==> config.mk <==
export PLATFORM = sky130hd
export DESIGN_NAME = strip_qual_grader
export DESIGN_NICKNAME = d
export VERILOG_FILES = /design/src/rtl/sqg_pkg.sv /design/src/rtl/sqg_flag.sv /design/src/rtl/sqg_tally.sv /design/src/rtl/sqg_judge.sv /design/src/rtl/strip_qual_grader.sv
export SDC_FILE = /design/constraint.sdc
export NUM_CORES = 1
export LEC_CHECK = 0
export BUFFER_PORTS_ARGS = -buffer_cell sky130_fd_sc_hd__buf_2
export CAP_MARGIN = 0
export CELL_PAD_IN_SITES_DETAIL_PLACEMENT = 1
export CELL_PAD_IN_SITES_GLOBAL_PLACEMENT = 2
export CORE_ASPECT_RATIO = 1.2
export CORE_MARGIN = 1
export CORE_UTILIZATION = 35
export CTS_BUF_LIST = sky130_fd_sc_hd__clkbuf_4 sky130_fd_sc_hd__clkbuf_8
export DETAILED_ROUTE_END_ITERATION = 7
export PLACE_DENSITY_LB_ADDON = 0.1
export SYNTH_ARGS = -nofsm -noshare
export SYNTH_HDL_FRONTEND = slang
export SYNTH_SLANG_ARGS = --single-unit
==> constraint.sdc <==
create_clock -name clk -period 18.7 [get_ports clk]
set_input_delay 3.74 -clock clk [delete_from_list [all_inputs] [get_ports clk]]
set_output_delay 3.74 -clock clk [all_outputs]
set_load 0.1 [all_outputs]
==> src/rtl/sqg_pkg.sv <==
package sqg_pkg;
    localparam int AMP_W = 8;

    typedef enum logic [1:0] {
        GRADE_A   = 2'd0,
        GRADE_B   = 2'd1,
        GRADE_REJ = 2'd2
    } grade_e;

    typedef struct packed {
        logic dead;
        logic noisy;
    } chan_flags_t;

    typedef struct packed {
        logic [AMP_W-1:0] amp;
        logic [AMP_W-1:0] pedw;
    } chan_meas_t;

    function automatic logic is_bad(input chan_flags_t f);
        return f.dead | f.noisy;
    endfunction
endpackage

==> src/rtl/sqg_flag.sv <==
module sqg_flag
    import sqg_pkg::*;
#(
    parameter int DEAD_TH  = 40,
    parameter int NOISY_TH = 6
) (
    input  chan_meas_t  meas,
    output chan_flags_t flags
);
    always_comb begin
        flags.dead  = (int'(meas.amp) < DEAD_TH);
        flags.noisy = (int'(meas.pedw) > NOISY_TH);
    end
endmodule

==> src/rtl/sqg_tally.sv <==
module sqg_tally
    import sqg_pkg::*;
#(
    parameter int CNT_W = 16
) (
    input  logic             clk,
    input  logic             rst,
    input  logic             beat,
    input  logic             is_chan,
    input  logic             fin,
    input  chan_flags_t      flags,
    output logic [CNT_W-1:0] sum_chan,
    output logic [CNT_W-1:0] sum_bad,
    output logic [CNT_W-1:0] sum_dead,
    output logic [CNT_W-1:0] sum_noisy
);
    logic             fresh_q;
    logic [CNT_W-1:0] chan_q, bad_q, dead_q, noisy_q;
    logic [CNT_W-1:0] chan_b, bad_b, dead_b, noisy_b;

    always_comb begin
        chan_b  = fresh_q ? '0 : chan_q;
        bad_b   = fresh_q ? '0 : bad_q;
        dead_b  = fresh_q ? '0 : dead_q;
        noisy_b = fresh_q ? '0 : noisy_q;
        sum_chan  = chan_b  + CNT_W'(is_chan);
        sum_bad   = bad_b   + CNT_W'(is_chan & is_bad(flags));
        sum_dead  = dead_b  + CNT_W'(is_chan & flags.dead);
        sum_noisy = noisy_b + CNT_W'(is_chan & flags.noisy);
    end

    always_ff @(posedge clk) begin
        if (rst) begin
            fresh_q <= 1'b1;
            chan_q  <= '0;
            bad_q   <= '0;
            dead_q  <= '0;
            noisy_q <= '0;
        end else if (beat) begin
            fresh_q <= fin;
            chan_q  <= sum_chan;
            bad_q   <= sum_bad;
            dead_q  <= sum_dead;
            noisy_q <= sum_noisy;
        end
    end


    tally_bad_le_sum_chk: assert property (@(posedge clk) disable iff (rst)
        ({1'b0, bad_q} <= {1'b0, dead_q} + {1'b0, noisy_q}));

    tally_bad_le_chan_chk: assert property (@(posedge clk) disable iff (rst)
        (bad_q <= chan_q));

    tally_idle_hold_chk: assert property (@(posedge clk) disable iff (rst)
        !beat |=> $stable(chan_q) && $stable(bad_q));
endmodule

==> src/rtl/sqg_judge.sv <==
module sqg_judge
    import sqg_pkg::*;
#(
    parameter int CNT_W = 16,
    parameter int SCALE = 1000,
    parameter int LIM_A = 26,
    parameter int LIM_B = 52
) (
    input  logic             clk,
    input  logic             rst,
    input  logic             fin,
    input  logic [CNT_W-1:0] sum_chan,
    input  logic [CNT_W-1:0] sum_bad,
    input  logic [CNT_W-1:0] sum_dead,
    input  logic [CNT_W-1:0] sum_noisy,
    output logic             done,
    output grade_e           grade,
    output logic             usable,
    output logic [CNT_W-1:0] dead,
    output logic [CNT_W-1:0] noisy
);
    localparam int SW = $clog2(SCALE + 1);
    localparam int PW = CNT_W + SW;

    logic [PW-1:0] bad_scaled, lim_a_n, lim_b_n;
    grade_e        grade_d;

    always_comb begin
        bad_scaled = PW'(sum_bad)  * PW'(SCALE);
        lim_a_n    = PW'(sum_chan) * PW'(LIM_A);
        lim_b_n    = PW'(sum_chan) * PW'(LIM_B);
        if (sum_chan == '0)            grade_d = GRADE_REJ;
        else if (bad_scaled < lim_a_n) grade_d = GRADE_A;
        else if (bad_scaled < lim_b_n) grade_d = GRADE_B;
        else                           grade_d = GRADE_REJ;
    end

    always_ff @(posedge clk) begin
        if (rst) begin
            done   <= 1'b0;
            grade  <= GRADE_REJ;
            usable <= 1'b0;
            dead   <= '0;
            noisy  <= '0;
        end else begin
            done <= fin;
            if (fin) begin
                grade  <= grade_d;
                usable <= (grade_d != GRADE_REJ);
                dead   <= sum_dead;
                noisy  <= sum_noisy;
            end
        end
    end


    judge_done_after_fin_chk: assert property (@(posedge clk) disable iff (rst)
        fin |=> done);

    judge_no_spurious_done_chk: assert property (@(posedge clk) disable iff (rst)
        !fin |=> !done);

    judge_result_hold_chk: assert property (@(posedge clk) disable iff (rst)
        !done |-> $stable(grade) && $stable(dead) && $stable(noisy));

    judge_reject_unusable_chk: assert property (@(posedge clk) disable iff (rst)
        (grade == GRADE_REJ) |-> !usable);
endmodule

==> src/rtl/strip_qual_grader.sv <==
module strip_qual_grader
    import sqg_pkg::*;
#(
    parameter int CNT_W    = 16,
    parameter int DEAD_TH  = 40,
    parameter int NOISY_TH = 6,
    parameter int SCALE    = 1000,
    parameter int LIM_A    = 26,
    parameter int LIM_B    = 52
) (
    input  logic             clk,
    input  logic             rst,
    input  logic             in_valid,
    output logic             in_ready,
    input  logic [7:0]       in_amp,
    input  logic [7:0]       in_pedw,
    input  logic             in_last,
    input  logic             in_empty,
    output logic             res_done,
    output logic [1:0]       res_grade,
    output logic             res_usable,
    output logic [CNT_W-1:0] res_dead,
    output logic [CNT_W-1:0] res_noisy
);
    chan_meas_t       meas;
    chan_flags_t      flags;
    logic             beat, is_chan, fin;
    logic [CNT_W-1:0] s_chan, s_bad, s_dead, s_noisy;
    grade_e           grade;

    assign in_ready = !rst;
    assign beat     = in_valid && in_ready;
    assign is_chan  = beat && !in_empty;
    assign fin      = beat && in_last;
    assign meas     = '{amp: in_amp, pedw: in_pedw};

    sqg_flag #(.DEAD_TH(DEAD_TH), .NOISY_TH(NOISY_TH)) flag_i (
        .meas (meas),
        .flags(flags)
    );

    sqg_tally #(.CNT_W(CNT_W)) tally_i (
        .clk      (clk),
        .rst      (rst),
        .beat     (beat),
        .is_chan  (is_chan),
        .fin      (fin),
        .flags    (flags),
        .sum_chan (s_chan),
        .sum_bad  (s_bad),
        .sum_dead (s_dead),
        .sum_noisy(s_noisy)
    );

    sqg_judge #(.CNT_W(CNT_W), .SCALE(SCALE), .LIM_A(LIM_A), .LIM_B(LIM_B)) judge_i (
        .clk      (clk),
        .rst      (rst),
        .fin      (fin),
        .sum_chan (s_chan),
        .sum_bad  (s_bad),
        .sum_dead (s_dead),
        .sum_noisy(s_noisy),
        .done     (res_done),
        .grade    (grade),
        .usable   (res_usable),
        .dead     (res_dead),
        .noisy    (res_noisy)
    );

    assign res_grade = grade;


    top_ready_out_of_reset_chk: assert property (@(posedge clk) disable iff (rst)
        in_ready);
endmodule

[Word-level counts from Yosys, hierarchy flattened]
Index checks and enable logic that the tools add are counted.
Cells by class
  add/sub/neg operators: 4
  $mul: 3
  divide/modulo/power cells: 0
  order comparisons: 4
  equal/unequal tests: 1
  shift operators: 0
  mux-type cells: 7
  bitwise gates (word level): 4
  reduce and logical (&&, ||, !) cells: 6
Operators by type and width (number)
  16-bit 2-to-1 mux: 4
  16-bit adder: 3
  16-bit by 4-bit multiplier with 20-bit output (second input constant): 2
  26-bit by 21-bit < comparator with 1-bit output: 1
  26-bit by 22-bit < comparator with 1-bit output: 1
  16-bit by 7-bit multiplier with 23-bit output (second input constant): 1
  16-bit by 1-bit adder with 16-bit output: 1
  16-bit zero test: 1
  8-bit by 3-bit greater-than comparator with 1-bit output (second input constant): 1
  8-bit by 6-bit < comparator with 1-bit output (second input constant): 1
  2-bit 2-to-1 mux: 3
  1-bit AND: 3
  1-bit logical AND: 3
  1-bit zero test: 2
  2-bit inequality test (second input constant): 1
  1-bit bitwise OR: 1
Word-level totals
  register bits after elaboration: 101
  latch bits: 0
  RAM bits: 0
  ROM bits: 0
  bits of input ports: 21
  output and inout port bits: 37
  word-level logic and storage cells: 39
  memories: 0

[Longest topological paths before layout]
  depth after elaboration: 11
  depth in mapped cells: 35
  mapped depth without buffers: 34

[Modules after synthesis]
A second synthesis with hierarchy kept.
Second synthesis, totals
  cells, all modules: 1279
  area total of the unflattened synthesis: 10809.1 um^2
By module, submodules not included
  sqg_judge: instances 1, cells an instance 688, area an instance 6288.5 um^2, sequential area each 720.7 um^2
  sqg_tally: instances 1, cells an instance 583, area an instance 4464.3 um^2, sequential area each 1301.2 um^2
  sqg_flag: instances 1, cells an instance 4, area an instance 30.0 um^2, sequential area each 0.0 um^2
  strip_qual_grader: instances 1, cells an instance 4, area an instance 26.3 um^2, sequential area each 0.0 um^2

[Least setup slack after synthesis]
OpenSTA, ideal clock, no wires.
  path type: input to register
  start point: input port in_valid
  end point: register judge_i.grade[1]
  setup time: 0.125 ns
  arrival: 10.880 ns
  required time: 18.575 ns
  setup slack: 7.695 ns
  stages: 32
  path buffers: 1
  cell sequence: clkbuf_1 > inv_1 > nor3_1 > nand2_1 > nor3_1 > or2_2 > ha_1 > ha_1 > inv_1 > or3b_1 > xnor2_1 > inv_1 > ha_1 > inv_1 > fa_1 > fa_1 > fa_1 > inv_1 > ha_1 > o211ai_1 > nor2_1 > o21ai_0 > a21o_1 > o21ai_0 > xor2_1 > ha_1 > a211oi_1 > o211ai_1 > o221ai_1 > or3b_4 > a2111oi_4 > nor2_1
Between the ends
  cells in the longest elaborated chain, start to end: 9
  elaborated cells between the ends (all ways): 15
  those cells by class: add/sub (2); mul (3); order compare (2); mux (3); bitwise (1); reduce/logical (4)
RTL lines
  from (decl): RTL line strip_qual_grader.sv:13  | input logic in_valid,
  1-bit logical AND *: RTL line strip_qual_grader.sv:32  | assign beat = in_valid && in_ready;
  1-bit logical AND *: RTL line strip_qual_grader.sv:33  | assign is_chan = beat && !in_empty;
  1-bit AND *: RTL line sqg_tally.sv:27  | sum_bad = bad_b + CNT_W'(is_chan & is_bad(flags));
  16-bit adder *: RTL line sqg_tally.sv:27
  named net judge_i.sum_bad[8]: RTL line sqg_judge.sv:13  | input logic [CNT_W-1:0] sum_bad,
  16-bit by 7-bit multiplier with 23-bit output *: RTL line sqg_judge.sv:29  | bad_scaled = PW'(sum_bad) * PW'(SCALE);
  26-bit by 22-bit < comparator with 1-bit output: RTL line sqg_judge.sv:34  | else if (bad_scaled < lim_b_n) grade_d = GRADE_B;
  2-bit 2-to-1 mux: RTL line sqg_judge.sv:34
  2-bit 2-to-1 mux *: RTL line sqg_judge.sv:33  | else if (bad_scaled < lim_a_n) grade_d = GRADE_A;
  2-bit 2-to-1 mux *: RTL line sqg_judge.sv:32  | if (sum_chan == '0) grade_d = GRADE_REJ;
  to (signal assigned): RTL line sqg_judge.sv:48  | grade <= grade_d;
  to (decl): RTL line sqg_judge.sv:17  | output grade_e grade,
The timed path passes the listed nets; every way through them passes the cells marked *.
A chain may end at the register's enable or synchronous reset.

[Worst setup path in the final report]
Ends and elaborated chain as after synthesis.

==> flow_summary.toml <==
[status]
status = "finished, final reports clean"

[place]
hpwl_mm = 19.5
gp_congestion = 0.759
io_buffers = 54

[yosys]
synth_compound_area_share_pct = 14.3
seq_area_frac_synth_pct = 19.9
muxShareOfSynthArea_pct = 2.26
synth-async-reset-ratio_pct = 0
yosysWarnings = 0
syn_nets = 1467
synth_most_common_cell = "inv_1"
synth_cell_types = 67
synth_cells = 1242
synth_area_leader_cell = "dfxtp_1"
synth-xor-area-share_pct = 7.04
yosys.area.top_type_share_pct = 19.9
ys_top_cells_by_count = "inv_1, ha_1, nor2_1"
synth_edf_count = 0
ys.flop_type = "dfxtp_1"
synth_top_family_by_area = "adder cells"
synth_adder_area_share_pct = 29.8
synthSimpleGateAreaFrac_pct = 18.6
avgSynthCellArea_sq_um = 8.20
yosys-top-cells-area = "dfxtp_1, ha_1, fa_1"
synth-seq-cells = 101
syn-cell-area_sq_mm = 0.0102

[sta]
hold_violations = 0
slew_headroom_pct = 40.6
fin_crit_sh_pct = 67.9
setup_tns_ns = 0
fin_crit_ns = 12.71
skew_ns = 0.0266
hold_ws_ns = 0.460
finalSetupViolCount = 0
grt_setup_unrepaired = "false"
worst_slew_pin_slew_ns = 0.892
fmax_ghz = 0.0787
slew_violations = 0

[cells_and_area]
nets = 1495
ff_latch_area_sq_mm = 0.00203
diodes = 0
n_fill_cell = 3504
syn2layout_area_growth_pct = 8.60
utilization_pct = 38.6
drive_above_1_share_pct = 7.53
multi_input_area_sq_mm = 0.00734

[routing]
via_per_inst = 5.04
dr_total_vias = 8372
wl_mm = 24.9
drt_first_pass_iters = 4
wire_per_inst_microns = 15.0
drc = 0
final_antenna_net_count = 0
initialDrtViolationCount = 223

[critical_path]
critPathMaxFanout = 61
startpoint_type = "input port"
cp-end-kind = "flip-flop"
critPathTopFamily = "adder cells"
crit_slowest_cell = "buf_4"
slowest_delay_ns = 0.65
criticalPathCategory = "in -> reg"
cp-endpoint = "judge_i.grade[1]"
rrSetupSlack_ns = 10.60
cp-startpoint = "in_valid"
critPathBufInv = 7
cp.arrival_ns = 12.98
worstPathRequired_ns = 18.98
worstRegToRegCells = 27
path_depth = 33
r2r-end = "judge_i.grade[1]"
r2r_start = "tally_i.fresh_q"

[global_route]
grt_max_degree = 72
overflow = 0
grt_pass1_wl_mm = 42.9
grt_pass1_vias = 8707
antenna_found_initial = 0
track_usage_pct = 18.0

[clock_network]
cts_root_buf = "clkbuf_8"
cts_sinks = 101
clk_latency_ns = 0.41
holdBufCountCts = 0
clkTransAtPathRegs_ns = 0.09
cts_buffer_depth = 2
cts_tree = "yes"
post_cts_buffers = 0
cts_inserted_buffers = 9
cts_max_level = 3
cts_resized = 0

[pwr]
ir_drop_uv = 26.8
leakagePower_uw = 0.00504
power.density_mw_per_mm2 = 42.3

[floorplanning]
die_x_microns = 158
core_area_sq_mm = 0.0287
die_y_microns = 189
initial_core_util_pct = 35.5
rows = 68
pin_count = 58
die_area_sq_mm = 0.0298

[job]
maxCapViolations = 0

[worst_hold_path]
min_path_cells = 2
hp-class = "reg -> reg"
## per-layer routing
metal | routed length (microns) | vias to the layer above | GRT usage [%]
met3 | 481 | 12 | 2.08
met4 | 245 | 0 | 4.11
li1 | - | 4241 | -
met2 | 12400 | 67 | 32.4
met5 | 0 | - | 0
met1 | 11800 | 4052 | 22.6
## power by group
part | total (uW) | switching, uW | internal (uW)
sequential | 221 | 3.69 | 217
clock | 171 | 85.7 | 85.3
combinational | 75.9 | 47.9 | 28.0
total | 468 | 137 | 331
## sequential cells by signal (all words and copies together) (netlist names)
register	count
judge_i.usable	1
tally_i.dead_q	16
judge_i.done	1
tally_i.fresh_q	1
tally_i.chan_q	16
judge_i.noisy	16
judge_i.grade	2
tally_i.noisy_q	16
judge_i.dead	16
tally_i.bad_q	16
## worst reg2reg max path, stage by stage (launching register included)
cell	delay, ns
dfxtp_4	0.52
nor2b_1	0.18
ha_1	0.28
ha_1	0.24
inv_1	0.09
or3b_1	0.48
xnor2_1	0.58
inv_1	0.27
ha_1	0.35
inv_1	0.05
fa_1	0.56
fa_1	0.44
fa_1	0.52
inv_1	0.04
ha_1	0.34
o211ai_1	0.11
nor2_1	0.22
o21ai_0	0.18
a21o_1	0.25
o21ai_0	0.20
xor2_1	0.24
ha_1	0.28
a211oi_1	0.22
o211ai_1	0.14
o221ai_1	0.20
or3b_4	0.42
a2111oi_4	0.49
nor2_1	0.09
## area by class of cell
cell class	count	share of cell area (%)
multi-input combinational	922	66.4
clock inverter	4	0.701
clock buffer	12	1.44
sequential	101	18.3
inverter	176	5.97
timing repair buffer	60	2.85
tap	385	4.36
## worst min-delay path by stage
stage	start	end	slack, ns
floorplan	tally_i.bad_q[0]	tally_i.bad_q[0]	0.45
global route	judge_i.noisy[1]	judge_i.noisy[1]	0.49
global placement	judge_i.usable	judge_i.usable	0.44
finish	judge_i.noisy[1]	judge_i.noisy[1]	0.46
CTS	judge_i.noisy[1]	judge_i.noisy[1]	0.47
detailed placement	judge_i.usable	judge_i.usable	0.44
## cell families (layout without fill, tap and decap cells)
family | count (synthesis) | count (layout)
AO/OA/AOI/OAI | 226 | 226
XOR/XNOR | 81 | 81
adder cells (fa/ha/maj) | 204 | 204
buffers and inverters | 219 | 252
flip-flops | 101 | 101
multiplexers | 23 | 23
AND/OR/NAND/NOR | 388 | 388
## cells in the final DEF, fill, tap and decap left out, types with 3 or more instances in the layout
cell	n
nand3b_1	3
or2_2	5
nor2_1	118
and2_1	3
nor3_1	38
clkbuf_8	11
o31a_1	3
dfxtp_1	100
a31o_1	4
mux2i_1	23
nand2b_1	12
a211oi_1	15
buf_4	6
a22oi_1	11
or3_1	5
nand3_1	62
o21ai_0	57
a2111oi_0	4
o21a_1	10
a21oi_1	63
inv_1	174
o31ai_1	10
nand4_1	8
o211ai_1	7
and3_1	13
nor2b_1	34
xor2_1	38
o21ai_1	4
nand2_1	63
nor3b_1	3
a21o_1	13
fa_1	64
and4_1	4
buf_2	54
a31o_2	4
xnor2_1	42
nor4_1	4
ha_1	140
nand4b_1	3
## through the flow
| step | cell area (sq um) | power, uW | setup WS (ns) | cells |
|---|---|---|---|---|
| after global placement | 10800 | 302 | 5.33 | 1644 |
| after detailed placement | 10800 | 303 | 5.30 | 1644 |
| after CTS | 11100 | 481 | 5.72 | 1660 |
| after global routing | 11100 | 496 | 5.19 | 1660 |
| after floorplan | 10200 | 283 | 7.69 | 1242 |
| final | 11100 | 468 | 5.99 | 1660 |
No activity file was read; power rests on OpenSTA's default activity.
